--- src/rtl/pgd_pkg.sv ---
package pgd_pkg;

  typedef struct packed {
    logic tmode;
    logic kill;
    logic iprst;
    logic loz;
    logic hiz;
    logic manual;
  } pgd_ctl_t;

  localparam int unsigned CTL_W = 6;
  localparam int unsigned ONE_BIT = 6;
  localparam int unsigned PLO_BIT = 8;
  localparam int unsigned PHI_BIT = 9;

  typedef enum logic [1:0] {
    SQ_OFF  = 2'd0,
    SQ_WAIT = 2'd1,
    SQ_ON   = 2'd2
  } pgd_seq_e;

endpackage

--- src/rtl/pgd_ctl_bits.sv ---
module pgd_ctl_bits
  import pgd_pkg::*;
(
  input  logic             clk,
  input  logic             rst,
  input  logic             wr_hit,
  input  logic             wp_en,
  input  logic [CTL_W-1:0] wbits,
  output pgd_ctl_t         ctl
);

  pgd_ctl_t ctl_q;
  pgd_ctl_t wr_v;

  assign wr_v = pgd_ctl_t'(wbits);

  always_ff @(posedge clk) begin
    if (rst) begin
      ctl_q <= '{tmode: 1'b0, kill: 1'b0, iprst: 1'b1, loz: 1'b0, hiz: 1'b0, manual: 1'b0};
    end else if (wr_hit && !wp_en) begin
      ctl_q.tmode  <= wr_v.tmode;
      ctl_q.kill   <= ctl_q.kill | wr_v.kill;
      ctl_q.iprst  <= wr_v.iprst;
      ctl_q.loz    <= wr_v.loz;
      ctl_q.hiz    <= wr_v.hiz;
      ctl_q.manual <= wr_v.manual;
    end
  end

  assign ctl = ctl_q;

  assert_kill_sticky_R6: assert property (@(posedge clk) disable iff (rst)
    ctl_q.kill |=> ctl_q.kill);

  assert_wp_blocks_R2: assert property (@(posedge clk) disable iff (rst)
    (wr_hit && wp_en) |=> $stable(ctl_q));

endmodule

--- src/rtl/pgd_pwr_seq.sv ---
module pgd_pwr_seq
  import pgd_pkg::*;
#(
  parameter int unsigned DLY_W = 8
) (
  input  logic             clk,
  input  logic             rst,
  input  logic             kill,
  input  logic [DLY_W-1:0] dly,
  output logic             hiz,
  output logic             loz,
  output logic             done
);

  pgd_seq_e         st_q;
  logic [DLY_W-1:0] cnt_q;

  always_ff @(posedge clk) begin
    if (rst || kill) begin
      st_q  <= SQ_OFF;
      cnt_q <= '0;
    end else begin
      case (st_q)
        SQ_OFF: begin
          st_q  <= SQ_WAIT;
          cnt_q <= dly;
        end
        SQ_WAIT: begin
          if (cnt_q == '0) st_q <= SQ_ON;
          else             cnt_q <= cnt_q - 1'b1;
        end
        default: st_q <= SQ_ON;
      endcase
    end
  end

  assign hiz  = (st_q == SQ_WAIT) || (st_q == SQ_ON);
  assign loz  = (st_q == SQ_ON);
  assign done = (st_q == SQ_ON);

  assert_loz_after_hiz_R3: assert property (@(posedge clk) disable iff (rst)
    (st_q == SQ_WAIT) |=> (st_q != SQ_OFF) || $past(kill));

  assert_kill_resets_seq_R7: assert property (@(posedge clk) disable iff (rst)
    kill |=> (st_q == SQ_OFF));

endmodule

--- src/rtl/pgd_ctrl_reg.sv ---
module pgd_ctrl_reg
  import pgd_pkg::*;
#(
  parameter int unsigned ADDR_W = 12,
  parameter int unsigned DATA_W = 32,
  parameter int unsigned DLY_W  = 8,
  parameter logic [ADDR_W-1:0] REG_ADDR = 12'h200
) (
  input  logic              clk,
  input  logic              rst,
  input  logic [ADDR_W-1:0] bus_addr,
  input  logic              bus_we,
  input  logic [DATA_W-1:0] bus_wdata,
  output logic [DATA_W-1:0] bus_rdata,
  input  logic              wp_en,
  input  logic [DLY_W-1:0]  fuse_dly,
  output logic              sw_hiz_on,
  output logic              sw_loz_on,
  output logic              seq_done,
  output logic              ip_rst,
  output logic              ip_test,
  output logic              ip_clk_en,
  output logic              ip_sel_en
);

  localparam int unsigned USED_W = PHI_BIT + 1;

  logic     hit;
  pgd_ctl_t ctl;
  logic     sq_hiz, sq_loz, sq_done;
  logic     nxt_hiz, nxt_loz;
  logic     pwr_hi;
  logic [USED_W-1:0] word;
  logic     unused_wdata;

  assign hit = (bus_addr == REG_ADDR);
  assign unused_wdata = ^bus_wdata[DATA_W-1:CTL_W];

  pgd_ctl_bits u_bits (
    .clk    (clk),
    .rst    (rst),
    .wr_hit (hit && bus_we),
    .wp_en  (wp_en),
    .wbits  (bus_wdata[CTL_W-1:0]),
    .ctl    (ctl)
  );

  pgd_pwr_seq #(.DLY_W(DLY_W)) u_seq (
    .clk  (clk),
    .rst  (rst),
    .kill (ctl.kill),
    .dly  (fuse_dly),
    .hiz  (sq_hiz),
    .loz  (sq_loz),
    .done (sq_done)
  );

  always_comb begin
    if (ctl.kill) begin
      nxt_hiz = 1'b0;
      nxt_loz = 1'b0;
    end else if (ctl.manual) begin
      nxt_hiz = ctl.hiz;
      nxt_loz = ctl.loz;
    end else begin
      nxt_hiz = sq_hiz;
      nxt_loz = sq_loz;
    end
  end

  assign pwr_hi = sw_hiz_on && sw_loz_on;

  always_comb begin
    word = '0;
    word[CTL_W-1:0] = ctl;
    word[ONE_BIT]   = 1'b1;
    word[PLO_BIT]   = !pwr_hi;
    word[PHI_BIT]   = pwr_hi;
  end

  always_ff @(posedge clk) begin
    if (rst) begin
      sw_hiz_on <= 1'b0;
      sw_loz_on <= 1'b0;
      seq_done  <= 1'b0;
      ip_rst    <= 1'b1;
      ip_test   <= 1'b0;
      ip_clk_en <= 1'b1;
      ip_sel_en <= 1'b1;
      bus_rdata <= '0;
    end else begin
      sw_hiz_on <= nxt_hiz;
      sw_loz_on <= nxt_loz;
      seq_done  <= sq_done && !ctl.kill;
      ip_rst    <= ctl.iprst;
      ip_test   <= ctl.tmode && !ctl.iprst && !ctl.kill;
      ip_clk_en <= !ctl.kill;
      ip_sel_en <= !ctl.kill;
      bus_rdata <= hit ? DATA_W'(word) : '0;
    end
  end

  assert_kill_gates_R7: assert property (@(posedge clk) disable iff (rst)
    ctl.kill |=> (!sw_hiz_on && !sw_loz_on && !ip_clk_en && !ip_sel_en));

  assert_test_gated_R8: assert property (@(posedge clk) disable iff (rst)
    ip_test |-> (!ip_rst && ip_clk_en));

  assert_auto_order_R3: assert property (@(posedge clk) disable iff (rst)
    (!ctl.manual && sw_loz_on) |-> sw_hiz_on);

  assert_done_with_loz_R3: assert property (@(posedge clk) disable iff (rst)
    seq_done |-> (ctl.manual || sw_loz_on));

endmodule

--- config.mk ---
export PLATFORM = sky130hd
export DESIGN_NAME = pgd_ctrl_reg
export DESIGN_NICKNAME = d
export VERILOG_FILES = /design/src/rtl/pgd_pkg.sv /design/src/rtl/pgd_ctl_bits.sv /design/src/rtl/pgd_pwr_seq.sv /design/src/rtl/pgd_ctrl_reg.sv
export SDC_FILE = /design/constraint.sdc
export NUM_CORES = 1
export LEC_CHECK = 0
export BUFFER_PORTS_ARGS = -buffer_cell sky130_fd_sc_hd__buf_2
export CAP_MARGIN = 20
export CORE_UTILIZATION = 42
export CTS_CLUSTER_SIZE = 8
export DETAILED_ROUTE_END_ITERATION = 8
export GPL_TIMING_DRIVEN = 0
export PLACE_DENSITY = 0.9
export REMOVE_ABC_BUFFERS = 1
export SLEW_MARGIN = 40
export SYNTH_ARGS = -nofsm -noshare
export SYNTH_HDL_FRONTEND = slang
export SYNTH_SLANG_ARGS = --single-unit
--- constraint.sdc ---
create_clock -name clk -period 2.11 [get_ports clk]
set_clock_uncertainty 0.1 [all_clocks]
set_input_delay 0.1055 -clock clk [delete_from_list [all_inputs] [get_ports clk]]
set_output_delay 0.1055 -clock clk [all_outputs]
set_load 0.005 [all_outputs]
After elaboration in Yosys (flattened, before gate mapping)

Cells that the tools add are included.

Register bits after elaboration: 54
Input bits: 56
Output and inout bits: 39
Word-level logic and storage cells: 49

Add/subtract/negate cells: 1
Equality and inequality tests: 5
Multiplexer cells: 7
Bitwise gates (word level): 2
Reduce and logical (&&, ||, !) cells: 18

Operators with widths:

| cell                                                                     | count |
|---|---|
| 8-bit one-hot mux with 2 select lines                                    | 1 |
| 12-bit by 10-bit equality test with 1-bit output (second input constant) | 1 |
| 8-bit zero test                                                          | 1 |
| 8-bit 2-to-1 mux                                                         | 1 |
| 8-bit by 1-bit subtractor with 8-bit output (second input constant)      | 1 |
| 7-bit 2-to-1 mux                                                         | 1 |
| 1-bit logical AND                                                        | 6 |
| 1-bit zero test                                                          | 4 |
| 2-bit one-hot mux with 2 select lines                                    | 1 |
| 2-bit OR reduction                                                       | 2 |
| 2-bit by 1-bit equality test with 1-bit output (second input constant)   | 1 |
| 2-bit equality test (second input constant)                              | 1 |
| 2-bit zero test                                                          | 1 |
| 1-bit logical OR                                                         | 2 |
| 1-bit 2-to-1 mux                                                         | 2 |
| 2-bit 2-to-1 mux                                                         | 1 |
| 2-bit by 1-bit inequality test with 1-bit output (second input constant) | 1 |
| 2-bit inequality test (second input constant)                            | 1 |
| 2-bit AND reduction                                                      | 1 |
| 2-bit nonzero test                                                       | 1 |
| 1-bit NOT                                                                | 1 |
| 1-bit bitwise OR                                                         | 1 |

Logic depth before layout (Yosys ltp)

Gate-level depths: netlist of run 1.

Depth in word-level cells: 3
Mapped depth: 7

By module

From an unflattened synthesis of run 1, not the netlist that was laid out.

Cell total of the unflattened synthesis: 176
Area, all modules: 1,689.1 sq um

By module, submodules not included:

| module       | times used | cells each | area an instance (sq um) |
|---|---|---|---|
| pgd_ctrl_reg | 1          | 73         | 779.5 |
| pgd_pwr_seq  | 1          | 77         | 650.6 |
| pgd_ctl_bits | 1          | 26         | 259.0 |

Worst setup path after synthesis of run 1

OpenSTA, ideal clock, no wires.

Kind: flip-flop to flip-flop
Start: reg u_seq.st_q[1]
End: reg u_seq.cnt_q[0]
Setup time: 0.096 ns
Arrival time: 1.460 ns
Data required time: 1.914 ns
Slack: 0.454 ns
Cell stages (with the launch flop): 8
Path buffers: 1
Clock period less this slack: 1.656 ns
Cells stage by stage: dfxtp_1 -> inv_1 -> ha_1 -> buf_2 -> nor2_1 -> a41oi_2 -> o21ai_0 -> a221oi_1

Word-level cells in the longest chain between the ends: 3

RTL lines:

| what                                                                                     | RTL line          | source |
|---|---|---|
| from (decl)                                                                              | pgd_pwr_seq.sv:15 | `pgd_seq_e st_q;` |
| from (signal assigned)                                                                   | pgd_pwr_seq.sv:20 | `st_q <= SQ_OFF;` |
| from (signal assigned)                                                                   | pgd_pwr_seq.sv:25 | `st_q <= SQ_WAIT;` |
| from (signal assigned)                                                                   | pgd_pwr_seq.sv:29 | `if (cnt_q == '0) st_q <= SQ_ON;` |
| 2-bit by 1-bit equality test with 1-bit output / 2-bit zero test (equally long branches) | pgd_pwr_seq.sv:23 | `case (st_q)` |
| 2-bit inequality test (no line) / 2-bit nonzero test (equally long branches)             | n/a               |  |
| 2-bit AND reduction (no line)                                                            | n/a               |  |
| to (signal assigned)                                                                     | pgd_pwr_seq.sv:26 | `cnt_q <= dly;` |
| to (signal assigned)                                                                     | pgd_pwr_seq.sv:30 | `else cnt_q <= cnt_q - 1'b1;` |
| to (decl)                                                                                | pgd_pwr_seq.sv:16 | `logic [DLY_W-1:0] cnt_q;` |

Several ways; a longest one is shown, not always the timed one.
A chain may end at the register's enable or synchronous reset.

Final worst setup path of run 1

Start: reg u_seq.st_q[1]
End: reg u_seq.cnt_q[3]

Same word-level chain as after synthesis.

==> impl_metrics.csv, run 1 <==
group,metric,value,unit
setup_path,startpoint_type,"flip-flop",
min_path,hold_path_class,"in -> reg",
pwr,switching_share,39.56,%
drt,drc,0,
logic_synthesis,synth.distinct_cells,41,
pwr,combPwrFrac,41.4,%
logic_synthesis,syn_area_per_cell,9.096,um^2
setup_path,worst_setup_path_end_kind,"flip-flop",
layout,finalInstanceArea,1874,um^2
timing,fin_tns_setup,0,ps
logic_synthesis,yosysWarnings,0,
layout,syn2layout_area_growth,26.41,%
layout,fin_nets,285,
setup_path,crit_arrival,2030,ps
die,fp.dieW,61.42,um
logic_synthesis,synth-xor-area-share,0,%
layout,fillers,314,
cts,clk_pin_slew,100,ps
setup_path,r2r-start,"u_seq.st_q[1]",
logic_synthesis,yosysSeqAreaShare,41.86,%
pwr,finalPower,2.004,mW
grt,antenna_found_initial,0,
cts,cts_tree,"yes",
place,portBuffers,45,
logic_synthesis,ys_ff_latch,31,
cts,cts_htree_levels,2,
setup_path,critPathMaxFanout,12,
logic_synthesis,synth_mux_area_share,4.726,%
logic_synthesis,yosys.area.top_type_share,41.86,%
logic_synthesis,synth_top_cell_by_area,"dfxtp_1",
layout,drive_gt1_share,26.67,%
drt,detail_route.iter0.violations,66,
die,core-area,3363,um^2
grt,overflow,0,
drt,viasPerCell,4.904,
pwr,power_density,1069,nW/um^2
grt,grt_pass1_wl,4912,um
pwr,leakagePower,0.8798,nW
timing,hold_slack,8.776,ps
pwr,sequentialPowerShare,41.0,%
place,place.gp.congestion,0.8734,
setup_path,reg2reg_depth,6,
drt,drt_wl_total,3121,um
pwr,cellInternalPower,1.211,mW
timing,max_freq,529.8,MHz
status,status,"finished, final reports clean",
min_path,min_path_cells,4,
logic_synthesis,synthAdderAreaFrac,3.376,%
timing,finalHoldViolCount,0,
cts,clk_path_buf_depth,2,
timing,setup_slack,222.3,ps
timing,post-route-period-util,89.46,%
die,die-area,3772,um^2
logic_synthesis,synth-compound-area-share,13.76,%
layout,antenna_cells,0,
logic_synthesis,synth_top_family_by_area,"simple AND/OR/NAND/NOR gates",
pwr,p_clk_share,17.6,%
setup_path,worst-setup-path-type,"reg -> reg",
setup_path,r2r-end,"u_seq.cnt_q[3]",
cts,root_buffer,"clkbuf_4",
grt,grt_pass1_vias,1157,
logic_synthesis,ys.flop_type,"dfxtp_1",
drt,first_pass_iters,6,
run,cap_violations,0,
cts,clock_latency,330,ps
pwr,p_sw,0.7927,mW
min_path,min_delay_worst_endpoint,"u_seq.cnt_q[2]",
timing,relSlewSlack,59.22,%
grt,track_usage,17.92,%
logic_synthesis,ys_top_cells_by_area,"dfxtp_1 42%, buf_4 12%, mux2i_1 4.7%",
drt,vias,1329,
die,die_y,61.42,um
logic_synthesis,synth_cells,163,
logic_synthesis,synth_edf_count,0,
cts,cts.sinks,31,
setup_path,regToRegSetupSlack,220,ps
drt,wl_per_cell,11.52,um
die,rows,21,
drt,ant_nets,0,
setup_path,cp_data_required_time,2250,ps
die,start_util,44.08,%
min_path,worstHoldStart,"fuse_dly[2]",
place,postPlaceCellArea,1655,um^2
die,io-pin-count,95,
timing,rsz0062_at_grt,"no",
logic_synthesis,synth_area,1483,um^2
timing,min_period,1888,ps
place,dpl_worst_slack,98.52,ps
timing,drv_slew,0,
grt,grt_max_degree,13,
pwr,worst_ir_drop_vdd,0.5154,mV
cts,numCtsBuffers,5,
timing,tightest_slew,609.5,ps
logic_synthesis,async_flop_share,0,%
timing,setup_viol_count_final,0,
logic_synthesis,yosys.area_share.simple,21.27,%
place,hpwl,2055,um
-- metrics by stage --
stage	std cells	utilization [%]
after global placement	249	49.22
after global routing	271	55.73
after floorplan	158	-
after CTS	270	55.06
final	271	55.73
after detailed placement	249	49.22
-- how the worst max path moves through the flow --
stage | start | end | slack, ps
after CTS | u_seq.st_q[1] | u_seq.cnt_q[3] | 50
after global placement | u_seq.st_q[1] | u_seq.cnt_q[3] | 150
after detailed placement | u_seq.st_q[1] | u_seq.cnt_q[0] | 100
after global routing | u_seq.st_q[0] | u_seq.cnt_q[0] | 40
after floorplan | u_seq.st_q[1] | u_seq.cnt_q[7] | 340
final | u_seq.st_q[1] | u_seq.cnt_q[3] | 220
-- cell type report --
class	count	area (um^2)	share of cell area [%]
tap	46	57.56	3.071
clock inverter	1	5.005	0.2670
clock buffer	6	51.30	2.737
timing repair buffer	60	375.4	20.03
inverter	7	26.28	1.402
sequential	31	620.6	33.11
multi-input combinational	120	738.2	39.39
-- cells in the mapped netlist (2+ instances only) --
library cell and n:
a211oi_1 4, a21oi_1 5, a31oi_1 2, and2_1 7, buf_4 24, clkbuf_1 2
dfxtp_1 31, ha_1 4, inv_1 7, mux2i_1 7, nand2_1 7, nand2b_1 2
nand3_1 3, nor2_1 17, nor2b_1 2, nor3b_1 2, nor4_1 3, nor4b_1 2
o21ai_0 8, o2bb2ai_1 2, o31ai_1 2
-- sequential cells by signal (all words and copies together) (netlist names) --
register,flops
ip_test,1
bus_rdata,9
ip_sel_en,1
u_seq.cnt_q,8
sw_hiz_on,1
seq_done,1
u_bits.ctl,6
u_seq.st_q,2
sw_loz_on,1
ip_rst,1
-- power groups by stage --
stage	clock network, mW	registers (mW)	logic (mW)
2_1_floorplan	0	0.798	0.598
3_3_place_gp	0	0.815	0.747
3_5_place_dp	0	0.827	0.774
4_1_cts	0.353	0.815	0.800
5_1_grt	0.394	0.837	0.933
6_report	0.352	0.822	0.829
-- critical path: stages, from the launching register on --
cell	delay (ps)
dfxtp_1	330
inv_1	110
ha_4	230
or3b_2	520
nor2_1	170
o31ai_1	90
a211oi_1	260
-- kinds of logic (layout without fill, tap and decap cells) --
family                     count (synthesis)  after routing
DFF                                       31             31
adders and majority gates                  4              4
other                                      1             23
and+or+nand+nor                           56             56
buffers and inverters                     34             74
AOI/OAI and AO/OA                         30             30
muxes                                      7              7
-- placed cells by master, fill, tap and decap left out, types with 2 or more instances in the layout --
cell           count
nand2b_1           2
inv_1              7
a211oi_1           4
ha_1               3
buf_2             45
nor3b_1            2
conb_1            23
and2_1             7
dfxtp_1           31
a31oi_1            2
o31ai_1            2
nand2_1            7
dlygate4sd3_1     15
nor4_1             3
clkbuf_4           5
nor2b_1            2
o21ai_0            8
o2bb2ai_1          2
a21oi_1            5
nor2_1            17
mux2i_1            7
nor4b_1            2
nand3_1            3
-- per-layer routing --
metal	share of wire [%]	GRT usage (%)	up-vias
met3	7.4	5.672	8
met1	43	20.33	608
met5	0	0	-
met2	48	31.37	68
met4	1.7	6.984	0
li1	-	-	645
-- timing repair --
item,CTS,global route
resized for setup,0,2
buffers inserted,0,0
hold endpoints to repair,9,1
endpoints found under the setup margin,0,3
hold buffers,14,1
(Power assumes the default switching activity.)
==> run 2, diff against run 1 <==
- CORE_ASPECT_RATIO: default -> 0.75
==> run 2 against run 1 <==
  * Core utilization is 0.59 points lower
  * Combinational power decreased by 5.4%
  * First-iteration DRC count up 35%
  * Clock power rose by 68%
  * Non-clock buffer count down 8
  * Wire length decreased by 6.9%
  * Setup slack got worse by 3.0 ps
  * Cell area decreased by 1.9%
  * Sequential cell count stayed put
  * Total power rose by 9.5%
  * The run now ends with design-rule violations left
  * Critical path type unchanged
  * Sequential share of layout area is 0.65 points higher
  * Largest cell class unchanged
  * Register-to-register slack about the same
==> impl_metrics.csv, run 2 (same netlist as run 1, synthesis figures left out) <==
group,metric,value,unit
drt,vias,1244,
drt,detail_route.iter0.violations,89,
drt,viasPerCell,4.822,
setup_path,worst-setup-path-type,"reg -> reg",
layout,syn2layout_area_growth,23.97,%
timing,finalHoldViolCount,0,
grt,antenna_found_initial,0,
die,start_util,44.48,%
drt,drt_wl_total,2906,um
die,fp.dieW,70.61,um
layout,multi_input_area,728.2,um^2
grt,grt_pass1_vias,1082,
status,status,"finished, violations left",
grt,grt_max_degree,13,
timing,post-route-period-util,89.61,%
timing,drv_slew,0,
setup_path,path_delay_family,"simple AND/OR/NAND/NOR gates",
drt,first_pass_iters,6,
timing,min_period,1891,ps
cts,cts.sinks,31,
place,place.gp.congestion,0.8386,
drt,ant_nets,0,
layout,mostFrequentLayoutCells,"45 x buf_2, 31 x dfxtp_1, 23 x conb_1, 17 x nor2_1, 8 x o21ai_0",
run,cap_violations,0,
place,dp_cells,243,
die,rows,18,
cts,cts_tree,"yes",
die,core-area,3333,um^2
layout,drive_gt1_share,27.98,%
layout,fillers,300,
layout,final_common_cell,"buf_2",
layout,fin_nets,277,
min_path,hold_path_class,"in -> reg",
die,io-pin-count,95,
cts,cts_htree_levels,2,
layout,register_area,620.6,um^2
setup_path,cp_slowest_cell,"or3b_2",
place,portBuffers,45,
place,hpwl,2064,um
status,violations,"design-rule violations",
drt,wl_per_cell,11.26,um
grt,grt_pass1_wl,4685,um
setup_path,crit_arrival,1990,ps
cts,root_buffer,"clkbuf_8",
timing,tightest_slew,578.0,ps
die,die_y,53.46,um
setup_path,cp_num_buf_inv,1,
grt,track_usage,16.77,%
setup_path,critPathMaxFanout,12,
cts,clk_pin_slew,60,ps
timing,rsz0062_at_grt,"no",
cts,post_cts_buffers,0,
grt,overflow,0,
setup_path,regToRegSetupSlack,220,ps
pwr,worst_ir_drop_vdd,0.4678,mV
timing,setup_viol_count_final,0,
pwr,power_density,1193,nW/um^2
setup_path,path_cells,"inv_1, ha_2, or3b_2, nor2_1, o31ai_1, a211oi_1",
setup_path,worst_setup_path_end_kind,"flip-flop",
drt,drc,8,
pwr,leakagePower,0.8608,nW
timing,max_freq,528.9,MHz
cts,clk_path_buf_depth,2,
cts,clock_latency,280,ps
cts,numCtsBuffers,5,
timing,fin_tns_setup,0,ps
layout,largest_reg_flops,9,
setup_path,startpoint_type,"flip-flop",
timing,relSlewSlack,61.33,%
setup_path,cp_data_required_time,2200,ps
setup_path,critPathMaxStageDelay,520,ps
die,die-area,3774,um^2
layout,largest-register,"bus_rdata",
layout,antenna_cells,0,
layout,stdcell_count,258,
[run 2: final cells by class]
cell class / instances / area share, %
Tap cell: 40 / 2.723
Timing Repair Buffer: 52 / 16.07
Sequential cell: 31 / 33.76
Clock inverter: 2 / 1.906
Multi-Input combinational cell: 120 / 39.62
Clock buffer: 6 / 4.493
Inverter: 7 / 1.430
[run 2: layer usage]
layer / global-route usage [%] / share of wire (%)
met3: 5.714 / 6.2
met5: 0 / 0
met4: 9.333 / 2.5
met1: 19.15 / 45
met2: 28.16 / 46
[run 2: repair_timing]
item,in CTS,in global routing
resized for setup,0,1
endpoints found under the hold margin,7,0
hold buffers,7,0
setup endpoints to repair,0,2
[run 2: final timing paths]
| check | startpoint | endpoint | cells past startpoint |
|---|---|---|---|
| worst max-delay path | u_seq.st_q[1] | u_seq.cnt_q[3] | 6 |
| worst min register to register | u_bits.ctl[3] | ip_test | 1 |
| worst min-delay path | fuse_dly[5] | u_seq.cnt_q[5] | 3 |
| worst max register to register | u_seq.st_q[1] | u_seq.cnt_q[3] | 6 |
[run 2: tightest hold or removal path, stage by stage]
cell     delay (ps)
buf_2            80
a21oi_1          50
o21ai_0         140
[run 2: report_power, final]
group | total [mW] | internal [mW] | switching (mW) | leakage, nW
sequential | 0.817 | 0.697 | 0.120 | 0.253
clock | 0.593 | 0.381 | 0.211 | 0.0612
combinational | 0.784 | 0.346 | 0.438 | 0.547
total | 2.19 | 1.42 | 0.769 | 0.861
[run 2: stage by stage]
| step | util [%] | setup slack, ps | total power [mW] | cell area [um^2] | hold WS (ps) |
|---|---|---|---|---|---|
| 3_5_place_dp | 49.44 | 136.6 | 1.584 | 1648 | 242.3 |
| 6_report | 55.14 | 219.3 | 2.193 | 1838 | 25.30 |
| 4_1_cts | 55.07 | 127.2 | 2.184 | 1836 | 26.67 |
| 3_3_place_gp | 49.44 | 189.1 | 1.561 | 1648 | 234.7 |
| 5_1_grt | 55.14 | 67.73 | 2.348 | 1838 | 47.14 |
| 2_1_floorplan | - | 344.1 | 1.396 | 1373 | 77.88 |
==> run 3, diff against run 2 <==
- PLACE_DENSITY: 0.9 -> 0.81
==> run 3 against run 2 <==
  * The flow still finishes with violations (design-rule violations)
  * Total power shrank 7.5%
  * First-iteration DRC count is 27% lower
  * Hold slack improved by 2.5 ps
  * Clock power is 30% lower
  * Global-route usage up 1.6 points
  * Count of clock-buffer cells in the layout is the same
  * Critical endpoint unchanged
  * Largest power group unchanged
  * Highest routed layer unchanged
==> impl_metrics.csv, run 3 (same netlist as run 1, synthesis figures left out) <==
group,metric,value,unit
cts,post_cts_buffers,0,
cts,cts_tree,"yes",
grt,grt_max_degree,13,
min_path,hold_path_class,"in -> reg",
grt,grt-busiest-layer,"met2",
die,die-area,3774,um^2
setup_path,critPathMaxFanout,12,
status,violations,"design-rule violations",
cts,clk_pin_slew,60,ps
layout,final_common_cell,"buf_2",
grt,grtUsageMet2,31.23,%
setup_path,worst-setup-path-type,"reg -> reg",
drt,drt_wl_total,3162,um
timing,hold_slack,27.80,ps
setup_path,regToRegSetupSlack,170,ps
die,die_y,53.46,um
drt,viasPerCell,4.828,
pwr,combPwrFrac,39.0,%
layout,fillers,301,
grt,grtUsageMet1,20.62,%
setup_path,path_delay_family,"simple AND/OR/NAND/NOR gates",
setup_path,startpoint_type,"flip-flop",
timing,min_period,1941,ps
setup_path,critPathMaxStageDelay,520,ps
timing,relSlewSlack,54.85,%
layout,drive_gt1_share,26.85,%
pwr,worst_ir_drop_vdd,0.5336,mV
pwr,finalPower,2.029,mW
status,status,"finished, violations left",
grt,antenna_found_initial,0,
die,core-area,3333,um^2
grt,grt_pass1_vias,1104,
pwr,leakagePower,0.8367,nW
place,portBuffers,45,
layout,largest-register,"bus_rdata",
layout,antenna_cells,0,
setup_path,path_cells,"inv_1, ha_2, or3b_2, nor2_1, o31ai_1, a211oi_1",
layout,fin_nets,277,
grt,grt_pass1_wl,5009,um
timing,tightest_slew,674.8,ps
drt,vias,1236,
setup_path,worst_setup_path_end_kind,"flip-flop",
drt,first_pass_iters,7,
die,rows,18,
cts,cts_htree_levels,2,
timing,fin_tns_setup,0,ps
layout,syn2layout_area_growth,20.93,%
layout,largest_reg_flops,9,
pwr,switching_share,37.86,%
setup_path,cp_num_buf_inv,1,
place,place.gp.congestion,0.8583,
drt,ant_nets,0,
setup_path,cp_slowest_cell,"or3b_2",
drt,detail_route.iter0.violations,65,
timing,max_freq,515.3,MHz
pwr,cellInternalPower,1.261,mW
drt,drc,2,
cts,clock_latency,280,ps
timing,drv_slew,0,
pwr,p_sw,0.7683,mW
cts,cts.sinks,31,
grt,overflow,0,
drt,wl_per_cell,12.35,um
pwr,power_density,1132,nW/um^2
run,cap_violations,0,
grt,track_usage,18.41,%
cts,root_buffer,"clkbuf_8",
pwr,p_clk_share,20.4,%
timing,rsz0062_at_grt,"no",
die,start_util,44.48,%
die,io-pin-count,95,
cts,numCtsBuffers,5,
setup_path,cp_data_required_time,2210,ps
setup_path,crit_arrival,2040,ps
timing,finalHoldViolCount,0,
pwr,sequentialPowerShare,40.5,%
timing,setup_viol_count_final,0,
place,hpwl,2313,um
layout,mostFrequentLayoutCells,"45 x buf_2, 31 x dfxtp_1, 23 x conb_1, 17 x nor2_1, 8 x o21ai_0",
timing,post-route-period-util,91.97,%
grt,grt_util_met3,5.524,%
die,fp.dieW,70.61,um
cts,clk_path_buf_depth,2,
[run 3: per-layer routing]
layer	wire, um	up-vias
met2	1433	49
met5	0	-
met4	74	0
li1	-	625
met1	1461	554
met3	191	8
[run 3: final cells by class]
type	instances	area, um^2	share of cell area [%]
timing repair buffer	52	295.3	16.47
multi-input combinational	120	728.2	40.61
inverter	7	26.28	1.465
tap	40	50.05	2.791
clock buffer	6	72.57	4.047
sequential	31	620.6	34.61
[run 3: repair_timing]
item	4_1_cts	5_1_grt
gates resized for setup	0	1
endpoints found under the hold margin	7	0
setup endpoints to repair	0	3
hold buffers	7	0
[run 3: worst paths after layout]
kind	startpoint	endpoint	cells past startpoint
max	u_seq.st_q[1]	u_seq.cnt_q[3]	6
min	fuse_dly[5]	u_seq.cnt_q[5]	3
min reg2reg	u_bits.ctl[3]	ip_test	1
max reg2reg	u_seq.st_q[1]	u_seq.cnt_q[3]	6
[run 3: power groups by stage]
stage | Sequential [mW] | Combinational (mW) | Clock, mW
global route | 0.839 | 0.875 | 0.451
finish | 0.823 | 0.792 | 0.414
global placement | 0.824 | 0.742 | 0
floorplan | 0.798 | 0.598 | 0
CTS | 0.815 | 0.775 | 0.423
detailed placement | 0.826 | 0.762 | 0
[run 3: worst min-delay path, stage by stage]
cell and delay [ps]:
buf_2 70, a21oi_1 50, o21ai_0 150
[run 3: through the flow]
stage	util [%]	cell area, um^2	instances	setup WS (ps)
finish	53.79	1793	256	169.4
global route	53.79	1793	256	38.16
CTS	53.72	1790	256	130.2
detailed placement	49.44	1648	243	132.1
global placement	49.44	1648	243	158.5
floorplan	-	1373	158	344.1
